==> config.mk <==
export PLATFORM = sky130hd
export DESIGN_NAME = irq_entry_seq
export DESIGN_NICKNAME = d
export VERILOG_FILES = /design/src/rtl/irq_entry_pkg.sv /design/src/rtl/irq_entry_arb.sv /design/src/rtl/irq_entry_frame.sv /design/src/rtl/irq_entry_ctl.sv /design/src/rtl/irq_entry_seq.sv
export SDC_FILE = /design/constraint.sdc
export NUM_CORES = 1
export LEC_CHECK = 0
export BUFFER_PORTS_ARGS = -buffer_cell sky130_fd_sc_hd__buf_4
export CAP_MARGIN = 30
export CORE_AREA = 2 2 182 184
export DETAILED_ROUTE_END_ITERATION = 6
export DIE_AREA = 0 0 184 186
export MAX_ROUTING_LAYER = met4
export PLACE_DENSITY = 0.72
export SLEW_MARGIN = 20
export SYNTH_ARGS = -nofsm -noshare
export SYNTH_HDL_FRONTEND = slang
export SYNTH_SLANG_ARGS = --single-unit
==> constraint.sdc <==
create_clock -name clk -period 5.3 [get_ports clk]
set_input_delay 1.06 -clock clk [delete_from_list [all_inputs] [get_ports clk]]
set_output_delay 1.06 -clock clk [all_outputs]
set_load 0.02 [all_outputs]
==> src/rtl/irq_entry_pkg.sv <==
package irq_entry_pkg;

    typedef enum logic [3:0] {
        S_IDLE,
        S_PUSH_SS,
        S_PUSH_SP,
        S_PUSH_FL,
        S_PUSH_CS,
        S_PUSH_IP,
        S_PUSH_ERR,
        S_VEC_RD,
        S_DONE
    } seq_state_t;

    localparam logic [7:0] VEC_TRAP   = 8'd1;
    localparam logic [7:0] VEC_NMI    = 8'd2;
    localparam logic [7:0] VEC_FETCH0 = 8'd3;
    localparam logic [7:0] VEC_FETCH1 = 8'd4;
    localparam logic [7:0] VEC_DEC0   = 8'd6;
    localparam logic [7:0] VEC_DEC1   = 8'd7;

    typedef struct packed {
        logic       valid;
        logic [7:0] vec;
        logic       has_err;
    } evt_t;

endpackage

==> src/rtl/irq_entry_arb.sv <==
module irq_entry_arb
    import irq_entry_pkg::*;
#(
    parameter int IE_BIT = 9,
    parameter int DATA_W = 32
) (
    input  logic              trap_req,
    input  logic              nmi_req,
    input  logic              intr_req,
    input  logic [7:0]        intr_vec,
    input  logic              fetch_req,
    input  logic              fetch_sel,
    input  logic              dec_req,
    input  logic              dec_sel,
    input  logic              exec_req,
    input  logic [7:0]        exec_vec,
    input  logic              exec_err_vld,
    input  logic [DATA_W-1:0] flags,
    output evt_t              evt
);

    logic intr_ok;
    assign intr_ok = intr_req & flags[IE_BIT];

    always_comb begin
        evt = '0;
        if (trap_req) begin
            evt.valid = 1'b1;
            evt.vec   = VEC_TRAP;
        end else if (nmi_req) begin
            evt.valid = 1'b1;
            evt.vec   = VEC_NMI;
        end else if (intr_ok) begin
            evt.valid = 1'b1;
            evt.vec   = intr_vec;
        end else if (fetch_req) begin
            evt.valid = 1'b1;
            evt.vec   = fetch_sel ? VEC_FETCH1 : VEC_FETCH0;
        end else if (dec_req) begin
            evt.valid = 1'b1;
            evt.vec   = dec_sel ? VEC_DEC1 : VEC_DEC0;
        end else if (exec_req) begin
            evt.valid   = 1'b1;
            evt.vec     = exec_vec;
            evt.has_err = exec_err_vld;
        end
    end

endmodule

==> src/rtl/irq_entry_frame.sv <==
module irq_entry_frame
    import irq_entry_pkg::*;
#(
    parameter int DATA_W = 32,
    parameter int SEL_W  = 16
) (
    input  seq_state_t        st,
    input  logic [SEL_W-1:0]  sv_ss,
    input  logic [DATA_W-1:0] sv_sp,
    input  logic [DATA_W-1:0] sv_flags,
    input  logic [SEL_W-1:0]  sv_cs,
    input  logic [DATA_W-1:0] sv_ip,
    input  logic [DATA_W-1:0] sv_err,
    output logic [DATA_W-1:0] wdata
);

    localparam int PAD_W = DATA_W - SEL_W;

    always_comb begin
        unique case (st)
            S_PUSH_SS:  wdata = {{PAD_W{1'b0}}, sv_ss};
            S_PUSH_SP:  wdata = sv_sp;
            S_PUSH_FL:  wdata = sv_flags;
            S_PUSH_CS:  wdata = {{PAD_W{1'b0}}, sv_cs};
            S_PUSH_IP:  wdata = sv_ip;
            S_PUSH_ERR: wdata = sv_err;
            default:    wdata = '0;
        endcase
    end

endmodule

==> src/rtl/irq_entry_ctl.sv <==
module irq_entry_ctl
    import irq_entry_pkg::*;
#(
    parameter int          DATA_W     = 32,
    parameter int          SEL_W      = 16,
    parameter int          IE_BIT     = 9,
    parameter int          TF_BIT     = 8,
    parameter logic [31:0] TABLE_BASE = 32'h0000_0000
) (
    input  logic              clk,
    input  logic              rst_n,
    input  evt_t              evt,
    input  logic [DATA_W-1:0] exec_err,
    input  logic              priv_chg,
    input  logic [DATA_W-1:0] cur_flags,
    input  logic [SEL_W-1:0]  cur_cs,
    input  logic [DATA_W-1:0] cur_ip,
    input  logic [SEL_W-1:0]  cur_ss,
    input  logic [DATA_W-1:0] cur_sp,
    input  logic [SEL_W-1:0]  inner_ss,
    input  logic [DATA_W-1:0] inner_sp,
    input  logic              mem_ack,
    input  logic [DATA_W-1:0] mem_rdata,
    output logic              mem_wr,
    output logic              mem_rd,
    output logic [DATA_W-1:0] mem_addr,
    output logic [DATA_W-1:0] mem_wdata,
    output logic              busy,
    output logic              done,
    output logic [7:0]        serv_vec,
    output logic [SEL_W-1:0]  new_cs,
    output logic [DATA_W-1:0] new_ip,
    output logic [SEL_W-1:0]  new_ss,
    output logic [DATA_W-1:0] new_sp,
    output logic [DATA_W-1:0] new_flags
);

    localparam int          IP_PAD   = DATA_W - SEL_W;
    localparam int          VPAD_W   = DATA_W - 10;
    localparam logic [DATA_W-1:0] WORD_B = DATA_W'(4);

    seq_state_t state, nxt;

    logic [SEL_W-1:0]  sv_ss, sv_cs, ss_q;
    logic [DATA_W-1:0] sv_sp, sv_flags, sv_ip, sv_err, sp_q;
    logic              sv_priv, sv_err_vld;
    logic [DATA_W-1:0] frame_word;
    logic              pushing;

    // Next-state logic
    always_comb begin
        nxt = state;
        unique case (state)
            S_IDLE:     if (evt.valid) nxt = priv_chg ? S_PUSH_SS : S_PUSH_FL;
            S_PUSH_SS:  if (mem_ack) nxt = S_PUSH_SP;
            S_PUSH_SP:  if (mem_ack) nxt = S_PUSH_FL;
            S_PUSH_FL:  if (mem_ack) nxt = S_PUSH_CS;
            S_PUSH_CS:  if (mem_ack) nxt = S_PUSH_IP;
            S_PUSH_IP:  if (mem_ack) nxt = sv_err_vld ? S_PUSH_ERR : S_VEC_RD;
            S_PUSH_ERR: if (mem_ack) nxt = S_VEC_RD;
            S_VEC_RD:   if (mem_ack) nxt = S_DONE;
            S_DONE:     nxt = S_IDLE;
            default:    nxt = S_IDLE;
        endcase
    end

    // State register
    always_ff @(posedge clk) begin
        if (!rst_n) state <= S_IDLE;
        else        state <= nxt;
    end

    // Outputs
    always_comb begin
        pushing  = 1'b0;
        mem_rd   = 1'b0;
        busy     = 1'b1;
        done     = 1'b0;
        mem_addr = '0;
        unique case (state)
            S_IDLE:     busy = 1'b0;
            S_PUSH_SS,
            S_PUSH_SP,
            S_PUSH_FL,
            S_PUSH_CS,
            S_PUSH_IP,
            S_PUSH_ERR: begin
                pushing  = 1'b1;
                mem_addr = sp_q - WORD_B;
            end
            S_VEC_RD: begin
                mem_rd   = 1'b1;
                mem_addr = TABLE_BASE + {{VPAD_W{1'b0}}, serv_vec, 2'b00};
            end
            S_DONE:     done = 1'b1;
            default:    busy = 1'b0;
        endcase
    end

    assign mem_wr    = pushing;
    assign mem_wdata = pushing ? frame_word : '0;

    irq_entry_frame #(
        .DATA_W (DATA_W),
        .SEL_W  (SEL_W)
    ) i_frame (
        .st       (state),
        .sv_ss    (sv_ss),
        .sv_sp    (sv_sp),
        .sv_flags (sv_flags),
        .sv_cs    (sv_cs),
        .sv_ip    (sv_ip),
        .sv_err   (sv_err),
        .wdata    (frame_word)
    );

    // Capture and stack bookkeeping
    always_ff @(posedge clk) begin
        if (!rst_n) begin
            sv_ss      <= '0;
            sv_sp      <= '0;
            sv_flags   <= '0;
            sv_cs      <= '0;
            sv_ip      <= '0;
            sv_err     <= '0;
            sv_priv    <= 1'b0;
            sv_err_vld <= 1'b0;
            serv_vec   <= '0;
            ss_q       <= '0;
            sp_q       <= '0;
            new_cs     <= '0;
            new_ip     <= '0;
            new_flags  <= '0;
        end else begin
            if (state == S_IDLE && evt.valid) begin
                sv_ss      <= cur_ss;
                sv_sp      <= cur_sp;
                sv_flags   <= cur_flags;
                sv_cs      <= cur_cs;
                sv_ip      <= cur_ip;
                sv_err     <= exec_err;
                sv_priv    <= priv_chg;
                sv_err_vld <= evt.has_err;
                serv_vec   <= evt.vec;
                ss_q       <= priv_chg ? inner_ss : cur_ss;
                sp_q       <= priv_chg ? inner_sp : cur_sp;
            end
            if (pushing && mem_ack) begin
                sp_q <= sp_q - WORD_B;
            end
            if (state == S_PUSH_FL && mem_ack) begin
                new_flags         <= sv_flags;
                new_flags[IE_BIT] <= 1'b0;
                new_flags[TF_BIT] <= 1'b0;
            end
            if (state == S_VEC_RD && mem_ack) begin
                new_cs <= mem_rdata[DATA_W-1 -: SEL_W];
                new_ip <= {{IP_PAD{1'b0}}, mem_rdata[SEL_W-1:0]};
            end
        end
    end

    assign new_ss = ss_q;
    assign new_sp = sp_q;

    // Level-change flag is kept with the captured frame for debug visibility
    // of the sequence; it steers only the IDLE exit.
    logic unused_priv;
    assign unused_priv = sv_priv;

endmodule

==> src/rtl/irq_entry_seq.sv <==
module irq_entry_seq
    import irq_entry_pkg::*;
#(
    parameter int          DATA_W     = 32,
    parameter int          SEL_W      = 16,
    parameter int          IE_BIT     = 9,
    parameter int          TF_BIT     = 8,
    parameter logic [31:0] TABLE_BASE = 32'h0000_0000
) (
    input  logic              clk,
    input  logic              rst_n,
    input  logic              trap_req,
    input  logic              nmi_req,
    input  logic              intr_req,
    input  logic [7:0]        intr_vec,
    input  logic              fetch_req,
    input  logic              fetch_sel,
    input  logic              dec_req,
    input  logic              dec_sel,
    input  logic              exec_req,
    input  logic [7:0]        exec_vec,
    input  logic              exec_err_vld,
    input  logic [DATA_W-1:0] exec_err,
    input  logic              priv_chg,
    input  logic [DATA_W-1:0] cur_flags,
    input  logic [SEL_W-1:0]  cur_cs,
    input  logic [DATA_W-1:0] cur_ip,
    input  logic [SEL_W-1:0]  cur_ss,
    input  logic [DATA_W-1:0] cur_sp,
    input  logic [SEL_W-1:0]  inner_ss,
    input  logic [DATA_W-1:0] inner_sp,
    output logic              mem_wr,
    output logic              mem_rd,
    output logic [DATA_W-1:0] mem_addr,
    output logic [DATA_W-1:0] mem_wdata,
    input  logic              mem_ack,
    input  logic [DATA_W-1:0] mem_rdata,
    output logic              busy,
    output logic              done,
    output logic [7:0]        serv_vec,
    output logic [SEL_W-1:0]  new_cs,
    output logic [DATA_W-1:0] new_ip,
    output logic [SEL_W-1:0]  new_ss,
    output logic [DATA_W-1:0] new_sp,
    output logic [DATA_W-1:0] new_flags
);

    evt_t evt;

    irq_entry_arb #(
        .IE_BIT (IE_BIT),
        .DATA_W (DATA_W)
    ) i_arb (
        .trap_req     (trap_req),
        .nmi_req      (nmi_req),
        .intr_req     (intr_req),
        .intr_vec     (intr_vec),
        .fetch_req    (fetch_req),
        .fetch_sel    (fetch_sel),
        .dec_req      (dec_req),
        .dec_sel      (dec_sel),
        .exec_req     (exec_req),
        .exec_vec     (exec_vec),
        .exec_err_vld (exec_err_vld),
        .flags        (cur_flags),
        .evt          (evt)
    );

    irq_entry_ctl #(
        .DATA_W     (DATA_W),
        .SEL_W      (SEL_W),
        .IE_BIT     (IE_BIT),
        .TF_BIT     (TF_BIT),
        .TABLE_BASE (TABLE_BASE)
    ) i_ctl (
        .clk       (clk),
        .rst_n     (rst_n),
        .evt       (evt),
        .exec_err  (exec_err),
        .priv_chg  (priv_chg),
        .cur_flags (cur_flags),
        .cur_cs    (cur_cs),
        .cur_ip    (cur_ip),
        .cur_ss    (cur_ss),
        .cur_sp    (cur_sp),
        .inner_ss  (inner_ss),
        .inner_sp  (inner_sp),
        .mem_ack   (mem_ack),
        .mem_rdata (mem_rdata),
        .mem_wr    (mem_wr),
        .mem_rd    (mem_rd),
        .mem_addr  (mem_addr),
        .mem_wdata (mem_wdata),
        .busy      (busy),
        .done      (done),
        .serv_vec  (serv_vec),
        .new_cs    (new_cs),
        .new_ip    (new_ip),
        .new_ss    (new_ss),
        .new_sp    (new_sp),
        .new_flags (new_flags)
    );

endmodule

* Yosys cells after proc, flatten, opt, wreduce, memory -nomap -nowiden *
Index checks and enable logic that the tools add are counted.

operators by class
  add/sub/neg operators = 1
  equality and inequality tests = 16
  mux-type cells = 35
  bitwise logic cells = 1
  reductions and logical operators = 9

operators by type and width
  cell                   count
  $pmux 32 s6            1
  $mux 32                4
  $pmux 32 s2            1
  $mux 9                 5
  $mux 4                 8
  $pmux 4 s8             1
  $sub 32x3->32 const B  1
  $eq 4x3->1 const B     4
  $mux 16                1
  $ne 2x2->1 const B     7
  $mux 1                 11
  $mux 10                1
  $eq 4x2->1 const B     2
  $reduce_and 8->1       1
  $reduce_or 8->1        1
  $reduce_or 6->1        1
  $eq 4x1->1 const B     1
  $eq 4x4->1 const B     1
  $logic_and 1x1->1      4
  $logic_not 4->1        1
  $mux 3                 1
  $mux 2                 1
  $ne 2x1->1 const B     1
  $reduce_bool 2->1      1
  $and 1x1->1            1

word-level totals
  bits in registers = 283
  input bits = 269
  output and inout bits = 204

* Longest topological paths before layout *
Gate-level depths: netlist of the first run.

  depth after elaboration = 9
  gate-level depth with buffers = 8
  mapped depth without buffers = 7

* Cells and area by module *
From an unflattened synthesis of the first run, not the netlist that was laid out.

second synthesis, totals
  cell total of the unflattened synthesis = 1757
  area total of the unflattened synthesis = 13751.9 sq um

modules (own cells, without submodules)
  module           instances  cells an instance  area an instance (sq um)
  irq_entry_ctl    1          1555               12231.7
  irq_entry_frame  1          174                1307.5
  irq_entry_arb    1          28                 212.7

* Worst setup path before layout of the first run *
Ideal clock, no wire load.

  kind = flip-flop to output port
  start = register i_ctl.sp_q[2] (netlist: i_ctl.new_sp[2])
  end = output mem_addr[20]
  arrival time = 2.078 ns
  data required time = 4.240 ns
  setup slack = 2.162 ns
  stages on the path, launching flop included = 9
  cell sequence = dfxtp_1 inv_1 ha_1 nor3b_2 and4_1 buf_2 nand2_1 xor2_1 nor2_1

between the ends
  longest elaborated chain between the ends = 2

ends and longest elaborated chain
  item                      RTL line              RTL
  start: declaration        irq_entry_ctl.sv:45   logic [DATA_W-1:0] sv_sp, sv_flags, sv_ip, sv_err, sp_q;
  start signal: assignment  irq_entry_ctl.sv:146  sp_q <= priv_chg ? inner_sp : cur_sp;
  start signal: assignment  irq_entry_ctl.sv:149  sp_q <= sp_q - WORD_B;
  $sub 32x3->32             irq_entry_ctl.sv:89   mem_addr = sp_q - WORD_B;
  $pmux 32 s2               irq_entry_ctl.sv:80   unique case (state)
  end: declaration          irq_entry_seq.sv:34   output logic [DATA_W-1:0] mem_addr,

Every way passes these cells.

* Worst setup path in the final report of the first run *
  start = register i_ctl.sp_q[2] (netlist: i_ctl.new_sp[2])
  end = output mem_addr[30]

Same word-level chain as after synthesis.

==> implementation parameters, run 1 <==
Parameter                              Value

Die
  Count of pins on the block boundary ... 473
  Core Footprint ... 32,200 sq um
  Starting density of the core ... 0.391
  Row Count ... 66
  Die H ... 186 microns
  Die Wd ... 184 microns
  Area of the die ... 34,200 sq um

Clock tree
  Root cell of the clock tree ... clkbuf_16
  Clock latency reported for the late side of the worst-skew pair ... 0.55 ns
  Number of H-tree levels ... 1
  Post-cts resize count ... 0
  Post-CTS setup buffer count ... 0
  Clock sink count ... 283
  Clk buf depth ... 3
  Clock-pin transition on the worst setup and hold timing paths ... 0.06 ns
  Number of buffers inserted during clock tree synthesis ... 31
  TritonCTS clock tree ... built
  Number of hold-repair buffers added at the cts stage ... 0

Worst setup path
  Worst Reg-to-Reg Cells ... 6
  Biggest cell delay along the critical path ... 0.64 ns
  Buffers & Inverters on Critical Path ... 2
  Kind of end point of the critical path ... output port
  FF-to-FF Start ... i_ctl.state[0]
  Classification of the worst setup path ... reg -> out
  Reg2Reg Capture Point ... i_ctl.new_ip[11]
  Critical path data required time ... 4.24 ns
  Critical path launch point type ... flop
  Cell-by-cell listing of the critical path ... inv_1 > ha_1 > nor3b_2 > and4_1 > nand4b_1 > xor2_1 > nor2_1 > buf_4
  Biggest fanout along the worst timing path ... 13
  Slowest cell on crit path ... and4_1
  Cell class contributing the biggest share of worst-path delay ... simple AND/OR/NAND/NOR gates
  Signal arrival time at the worst endpoint ... 3.17 ns
  Flop-to-flop setup slack ... 2.41 ns

Placement
  Placer congestion estimate ... 0.980
  Post-placement worst setup slack ... 1.69 ns
  Detail Placement HPWL ... 34,600 microns
  I/O Buffers ... 454

STA
  Setup violation total in the final timing report ... 0
  Fin. max-slew vios ... 0
  Sum of negative setup slack ... 0 ns
  Transition at the pin with the smallest max-transition slack ... 1.01 ns
  Worst max-slew margin expressed relative to the limit ... 0.321
  Achievable clock frequency ... 236 MHz
  Minimum clock period after layout ... 4.23 ns
  Count of endpoints failing hold in the final timing report ... 0
  Fraction of the cycle the final worst path needs ... 0.798
  Setup repair after global routing missed its margin ... no
  Post-layout worst setup margin ... 1.07 ns
  Setup skew after layout ... 0.0147 ns

Finish
  Sequential cell area in the final layout ... 5670 sq um
  Total area of multi-input combinational cells ... 6340 sq um
  Growth of design area from synthesis to finish ... 37.6%
  Total number of nets in the final design ... 2,286
  Share of post-route cells with drive strength above 1 ... 0.273
  Fill cell instance count of the final layout ... 3,028

Synth
  Proportion of register bits with asynchronous set or reset after synthesis ... 0
  Mapped Cells ... 1,640
  Number of warnings printed during yosys synthesis ... 0
  Most used flip-flop cell after synthesis ... dfxtp_1
  Area of the mapped netlist ... 12,600 sq um
  Commonest cells in the netlist ... nand2_1, dfxtp_1, a21oi_1
  Sequential element share of the synthesized area ... 0.450
  EDFF count, synth ... 0
  Share of Yosys cell area claimed by the top area cell type ... 0.450
  Biggest area contributors in the synthesized netlist ... dfxtp_1, nand2_1, a21oi_1, mux2i_1, clkbuf_1
  Most area-hungry cell type in the Yosys netlist ... dfxtp_1
  Most frequent cell after synthesis ... nand2_1
  Yosys reg bits ... 283
  Synth cell types ... 62
  Syn_area_per_cell ... 7.68 sq um

Global routing
  Largest net degree at the start of global routing ... 174
  Global-route wire length before repair ... 69,700 microns
  Global routing usage on met3 ... 0.0499
  Aggregate global routing overflow ... 0
  M1 GR Usage ... 0.321
  Highest-utilization routing layer at the global route stage ... met2
  Met2 Track Usage GR ... 0.450
  Vias in the first global route ... 12.2k
  Overall fraction of global-route tracks in use ... 0.268
  Initial antenna violation count ... 1

Job
  Max-Cap Viols ... 0

Route
  Via count of the routed design ... 13.3k
  Starting DRC count in detailed routing ... 1,028
  Final antenna-violating net count ... 0
  1st-pass router iterations ... 6
  Final routed wire length divided by cell count ... 19.4 microns
  # DRC ... 0
  Vias per cell ... 5.42
  Wire length after detailed routing ... 47,500 microns

Power and ir drop
  Peak supply drop ... 0.000272 V
  P_leak ... 7.37 nW
  Pwr Density ... 426 nW/um^2

Min path
  End of the worst hold path ... i_ctl.sv_cs[1]
  Tightest Hold Check Type ... reg -> reg
  Hold-critical path depth ... 2
  Worst Min Path Start ... i_ctl.sv_cs[1]

Status
  Run status ... complete, no violations
-- state kept, by name, summed over array words and instances (netlist names) --
name and flops:
i_ctl.new_ss 16, i_ctl.state 4, i_ctl.sv_sp 32, i_ctl.sv_flags 32
i_ctl.serv_vec 8, i_ctl.new_ip 16, i_ctl.new_cs 16, i_ctl.sv_ip 32
i_ctl.new_sp 32, i_ctl.sv_cs 16, i_ctl.sv_ss 16, i_ctl.sv_err 32
i_ctl.sv_err_vld 1, i_ctl.new_flags 30
-- placed cells by master (no fill, tap or decap), types with 4 or more instances in the layout --
master      synthesis  routed
a211oi_1           21      21
a21oi_1           267     267
a222oi_1           19      19
a22oi_1            47      47
a31oi_1            10      10
and2_1             12      12
buf_4              18     468
bufinv_16           0       7
clkbuf_16           0      31
clkinv_2            0       6
clkinvlp_4          0       7
conb_1              1      18
dfxtp_1           283     283
inv_1               6       6
mux2_2              4       4
mux2i_1            45      45
nand2_1           517     516
nand2b_1            4       4
nand3_1            24      24
nor2_1             68      67
nor3_1             11       8
nor3_2              2       5
nor4_1              5       5
o21ai_0            39      39
o22ai_1             5       5
o32a_1             16      16
or3_1               9       9
xnor2_1            12      12
xor2_1             16      16
-- where the power goes --
group / internal, mW / switching [mW]
Sequential: 2.42 / 0.261
Combinational: 0.886 / 1.47
Clock: 1.44 / 0.905
-- kinds of logic after synthesis --
logic type      share of synthesized area
compound gates                      0.209
xor+xnor                           0.0195
fa+ha+maj                        0.000993
buf+inv                            0.0559
flops                               0.450
mux                                0.0393
other cells                      0.000298
simple gates                        0.225
-- worst register-to-register path: stages, from the launching register on --
cell and delay, ns:
dfxtp_1 0.56, nand2b_1 0.25, nor2_1 0.83, nand2_1 0.61, buf_8 0.35, nand2_1 0.08
a21oi_1 0.07
-- cell type report --
| class | count | share of cell area |
|---|---|---|
| clock buffers | 36 | 0.0470 |
| inverters | 7 | 0.00195 |
| clock inverters | 21 | 0.0174 |
| flip-flops and latches | 283 | 0.327 |
| multi-input cells | 1217 | 0.366 |
| diodes | 1 | 0.000144 |
| repair buffers | 476 | 0.211 |
| well taps | 408 | 0.0295 |
-- worst max-delay path by stage --
stage,slack [ns],from,cells after the start,to
2_1_floorplan,2.16,i_ctl.new_sp[2],8,mem_addr[20]
3_3_place_gp,1.77,i_ctl.new_sp[2],8,mem_addr[30]
3_5_place_dp,1.69,i_ctl.new_sp[2],8,mem_addr[30]
4_1_cts,1.07,i_ctl.new_sp[2],8,mem_addr[30]
5_1_grt,0.88,i_ctl.new_sp[2],8,mem_addr[30]
6_report,1.07,i_ctl.new_sp[2],8,mem_addr[30]
-- per-layer routing --
metal  wire, microns  share of wire
met5               0              0
met4            1790          0.038
met3            3700          0.078
met2           23000           0.48
met1           19000           0.40
-- stage by stage --
step / std cells / utilization / cell area [sq um] / hold slack (ns) / total power [mW]
after floorplan: 1657 / - / 12700 / 0.427 / 4.14
after global placement: 2384 / 0.499 / 16100 / 0.441 / 5.00
after detailed placement: 2390 / 0.502 / 16200 / 0.447 / 5.07
after CTS: 2447 / 0.537 / 17300 / 0.455 / 7.42
after global routing: 2449 / 0.538 / 17300 / 0.468 / 7.75
final: 2449 / 0.538 / 17300 / 0.454 / 7.39
Note: power is estimated with default switching activity, not from simulation.
==> run 2, diff against run 1 <==
--- a/config.mk
+++ b/config.mk
@@ -5,13 +5,14 @@
 export SDC_FILE = /design/constraint.sdc
 export NUM_CORES = 1
 export LEC_CHECK = 0
+export ABC_AREA = 1
 export BUFFER_PORTS_ARGS = -buffer_cell sky130_fd_sc_hd__buf_4
 export CAP_MARGIN = 30
-export CORE_AREA = 2 2 182 184
+export CORE_AREA = 2 2 184 186
 export DETAILED_ROUTE_END_ITERATION = 6
-export DIE_AREA = 0 0 184 186
+export DIE_AREA = 0 0 186 188
 export MAX_ROUTING_LAYER = met4
-export PLACE_DENSITY = 0.72
+export PLACE_DENSITY = 0.75
 export SLEW_MARGIN = 20
 export SYNTH_ARGS = -nofsm -noshare
 export SYNTH_HDL_FRONTEND = slang
==> constraint.sdc (replaced) <==
create_clock -name clk -period 3.5 [get_ports clk]
set_input_delay 0.7 -clock clk [delete_from_list [all_inputs] [get_ports clk]]
set_output_delay 0.7 -clock clk [all_outputs]
set_load 0.02 [all_outputs]
==> implementation parameters, run 2 <==
Parameter                              Value

Status
  Run status ... complete, no violations

Placement
  Detail Placement HPWL ... 40,000 microns
  Placer congestion estimate ... 0.953
  Dpl cell area ... 16,600 sq um
  Post-placement worst setup slack ... 0.577 ns
  I/O Buffers ... 454

Die
  Count of pins on the block boundary ... 473
  Die H ... 188 microns
  Starting density of the core ... 0.392
  Die Wd ... 186 microns
  Row Count ... 67
  Core Footprint ... 33,100 sq um
  Area of the die ... 35,000 sq um

Clock tree
  Number of H-tree levels ... 1
  Number of buffers inserted during clock tree synthesis ... 31
  Clock-pin transition on the worst setup and hold timing paths ... 0.07 ns
  Clock sink count ... 283
  TritonCTS clock tree ... built
  Clock latency reported for the late side of the worst-skew pair ... 0.56 ns
  Root cell of the clock tree ... clkbuf_16
  Clk buf depth ... 3

STA
  Setup violation total in the final timing report ... 0
  Sum of negative setup slack ... 0 ns
  Minimum clock period after layout ... 3.36 ns
  Post-layout worst setup margin ... 0.138 ns
  Fin. max-slew vios ... 0
  Count of endpoints failing hold in the final timing report ... 0
  Worst max-slew margin expressed relative to the limit ... 0.521
  Fraction of the cycle the final worst path needs ... 0.961
  Transition at the pin with the smallest max-transition slack ... 0.718 ns
  Setup repair after global routing missed its margin ... no
  Achievable clock frequency ... 297 MHz
  Final-layout worst hold slack ... 0.393 ns
  Setup skew after layout ... 0.0121 ns

Synth
  Sequential element share of the synthesized area ... 0.436
  Proportion of register bits with asynchronous set or reset after synthesis ... 0
  Number of warnings printed during yosys synthesis ... 0
  Synth cell types ... 33
  Share of Yosys cell area claimed by the top area cell type ... 0.436
  Syn_area_per_cell ... 6.77 sq um
  Mapped Cells ... 1,919
  EDFF count, synth ... 0
  Most used flip-flop cell after synthesis ... dfxtp_1
  Biggest area contributors in the synthesized netlist ... dfxtp_1, nor2_1, nand2_1, o21ai_0, nand3_1
  Most frequent cell after synthesis ... nor2_1
  Commonest cells in the netlist ... nor2_1, nand2_1, dfxtp_1
  Most area-hungry cell type in the Yosys netlist ... dfxtp_1
  Yosys reg bits ... 283
  Area of the mapped netlist ... 13,000 sq um

Global routing
  Overall fraction of global-route tracks in use ... 0.305
  Aggregate global routing overflow ... 0
  Largest net degree at the start of global routing ... 139
  Vias in the first global route ... 13.9k
  Global-route wire length before repair ... 79,800 microns
  Initial antenna violation count ... 3

Worst setup path
  Slowest cell on crit path ... dfxtp_1
  Critical path data required time ... 2.80 ns
  Biggest fanout along the worst timing path ... 24
  Biggest cell delay along the critical path ... 0.47 ns
  Kind of end point of the critical path ... output port
  Signal arrival time at the worst endpoint ... 2.66 ns
  Cell-by-cell listing of the critical path ... nand2_1 > inv_1 > nand2_1 > inv_2 > buf_4 > nand2_1 > nand4_1 > buf_4
  Critical path launch point type ... flop
  Classification of the worst setup path ... reg -> out
  Flop-to-flop setup slack ... 0.98 ns
  Most common cell on crit path ... nand2_1

Route
  Wire length after detailed routing ... 54,400 microns
  # DRC ... 0
  Via count of the routed design ... 14.7k
  Vias per cell ... 5.28
  1st-pass router iterations ... 6
  Final antenna-violating net count ... 0
  Starting DRC count in detailed routing ... 1,328
  Final routed wire length divided by cell count ... 19.6 microns

Finish
  Total number of nets in the final design ... 2,570
  Leading cell types in the layout, fill and taps excluded ... buf_4, nor2_1, nand2_1, dfxtp_1, o21ai_0
  Fin area ... 17,800 sq um
  Growth of design area from synthesis to finish ... 36.9%
  Most common cell after layout, fill and taps aside ... buf_4
  Share of post-route cells with drive strength above 1 ... 0.237

Power and ir drop
  Pwr Density ... 844 nW/um^2
  Peak supply drop ... 0.000591 V
  P_leak ... 8.11 nW

Min path
  Tightest Hold Check Type ... in -> reg

Job
  Max-Cap Viols ... 0
[run 2: changes by cell type in the layout (fill, tap and decap cells not counted), sizes merged, moves of 33 or more]
cell	previous run	this run
nor2	69	383
o21ai	40	230
nand2	517	375
a21oi	267	142
nand3	26	148
inv	8	99
a22oi	47	1
nand4	3	39
mux2i	45	12
[run 2: layer usage]
layer  track usage  up-vias  share of wire  routed length [microns]
met3        0.0532      103          0.088                     4770
li1              -     7017              -                        -
met5             -        -              0                        0
met2         0.495      737           0.47                    25500
met4        0.0875        0          0.031                     1690
met1         0.389     6793           0.41                    22400
[run 2: cells by family (layout without fill, tap and decap cells)]
logic type,count (synthesis),after routing,share of synthesized area
other,1,21,0.000289
DFF,283,283,0.436
xor gates and xnor gates,14,14,0.00944
AOI/OAI and AO/OA,409,409,0.163
adders and majority gates,1,1,0.000963
buffers and inverters,249,637,0.0820
and+or+nand+nor,950,950,0.299
muxes,12,12,0.00924
[run 2: final timing paths]
kind / start / to / cells past startpoint
max: i_ctl.state[1] / mem_wdata[16] / 8
min: cur_cs[9] / i_ctl.sv_cs[9] / 3
max reg2reg: i_ctl.state[1] / i_ctl.new_flags[15] / 9
min reg2reg: i_ctl.new_flags[1] / i_ctl.new_flags[1] / 2
[run 2: final cells by class]
cell class	count	area (sq um)
multi-input combinational	1404	6340
sequential	283	5670
timing repair buffer	480	3670
inverter	100	383
clock inverter	16	317
clock buffer	41	843
fill	3249	15300
antenna	3	7.51
tap	448	561
[run 2: power by group]
group / leakage [nW] / switching [mW] / internal, mW
sequential: 2.33 / 0.755 / 4.12
combinational: 5.21 / 4.25 / 2.13
clock: 0.567 / 1.40 / 2.35
[run 2: timing repair]
| item | in CTS | in global routing |
|---|---|---|
| buffers inserted | 0 | 0 |
| hold buffers | 0 | 0 |
| cloned | 0 | 0 |
| setup endpoints to repair | 5 | 32 |
| gates resized for setup | 1 | 1 |
| endpoints found under the hold margin | 0 | 0 |
[run 2: metrics by stage]
step | std cells | utilization | power, mW
6_report | 2775 | 0.537 | 15.0
5_1_grt | 2775 | 0.537 | 15.9
4_1_cts | 2771 | 0.536 | 15.0
3_5_place_dp | 2714 | 0.501 | 11.2
3_3_place_gp | 2713 | 0.501 | 11.1
2_1_floorplan | 1936 | - | 8.69
[run 2: critical path, delay by kind of cell, from the launching register on]
family	cells	cell delay [ns]
buf+inv	4	1.04
flops	1	0.47
simple gates	4	0.58
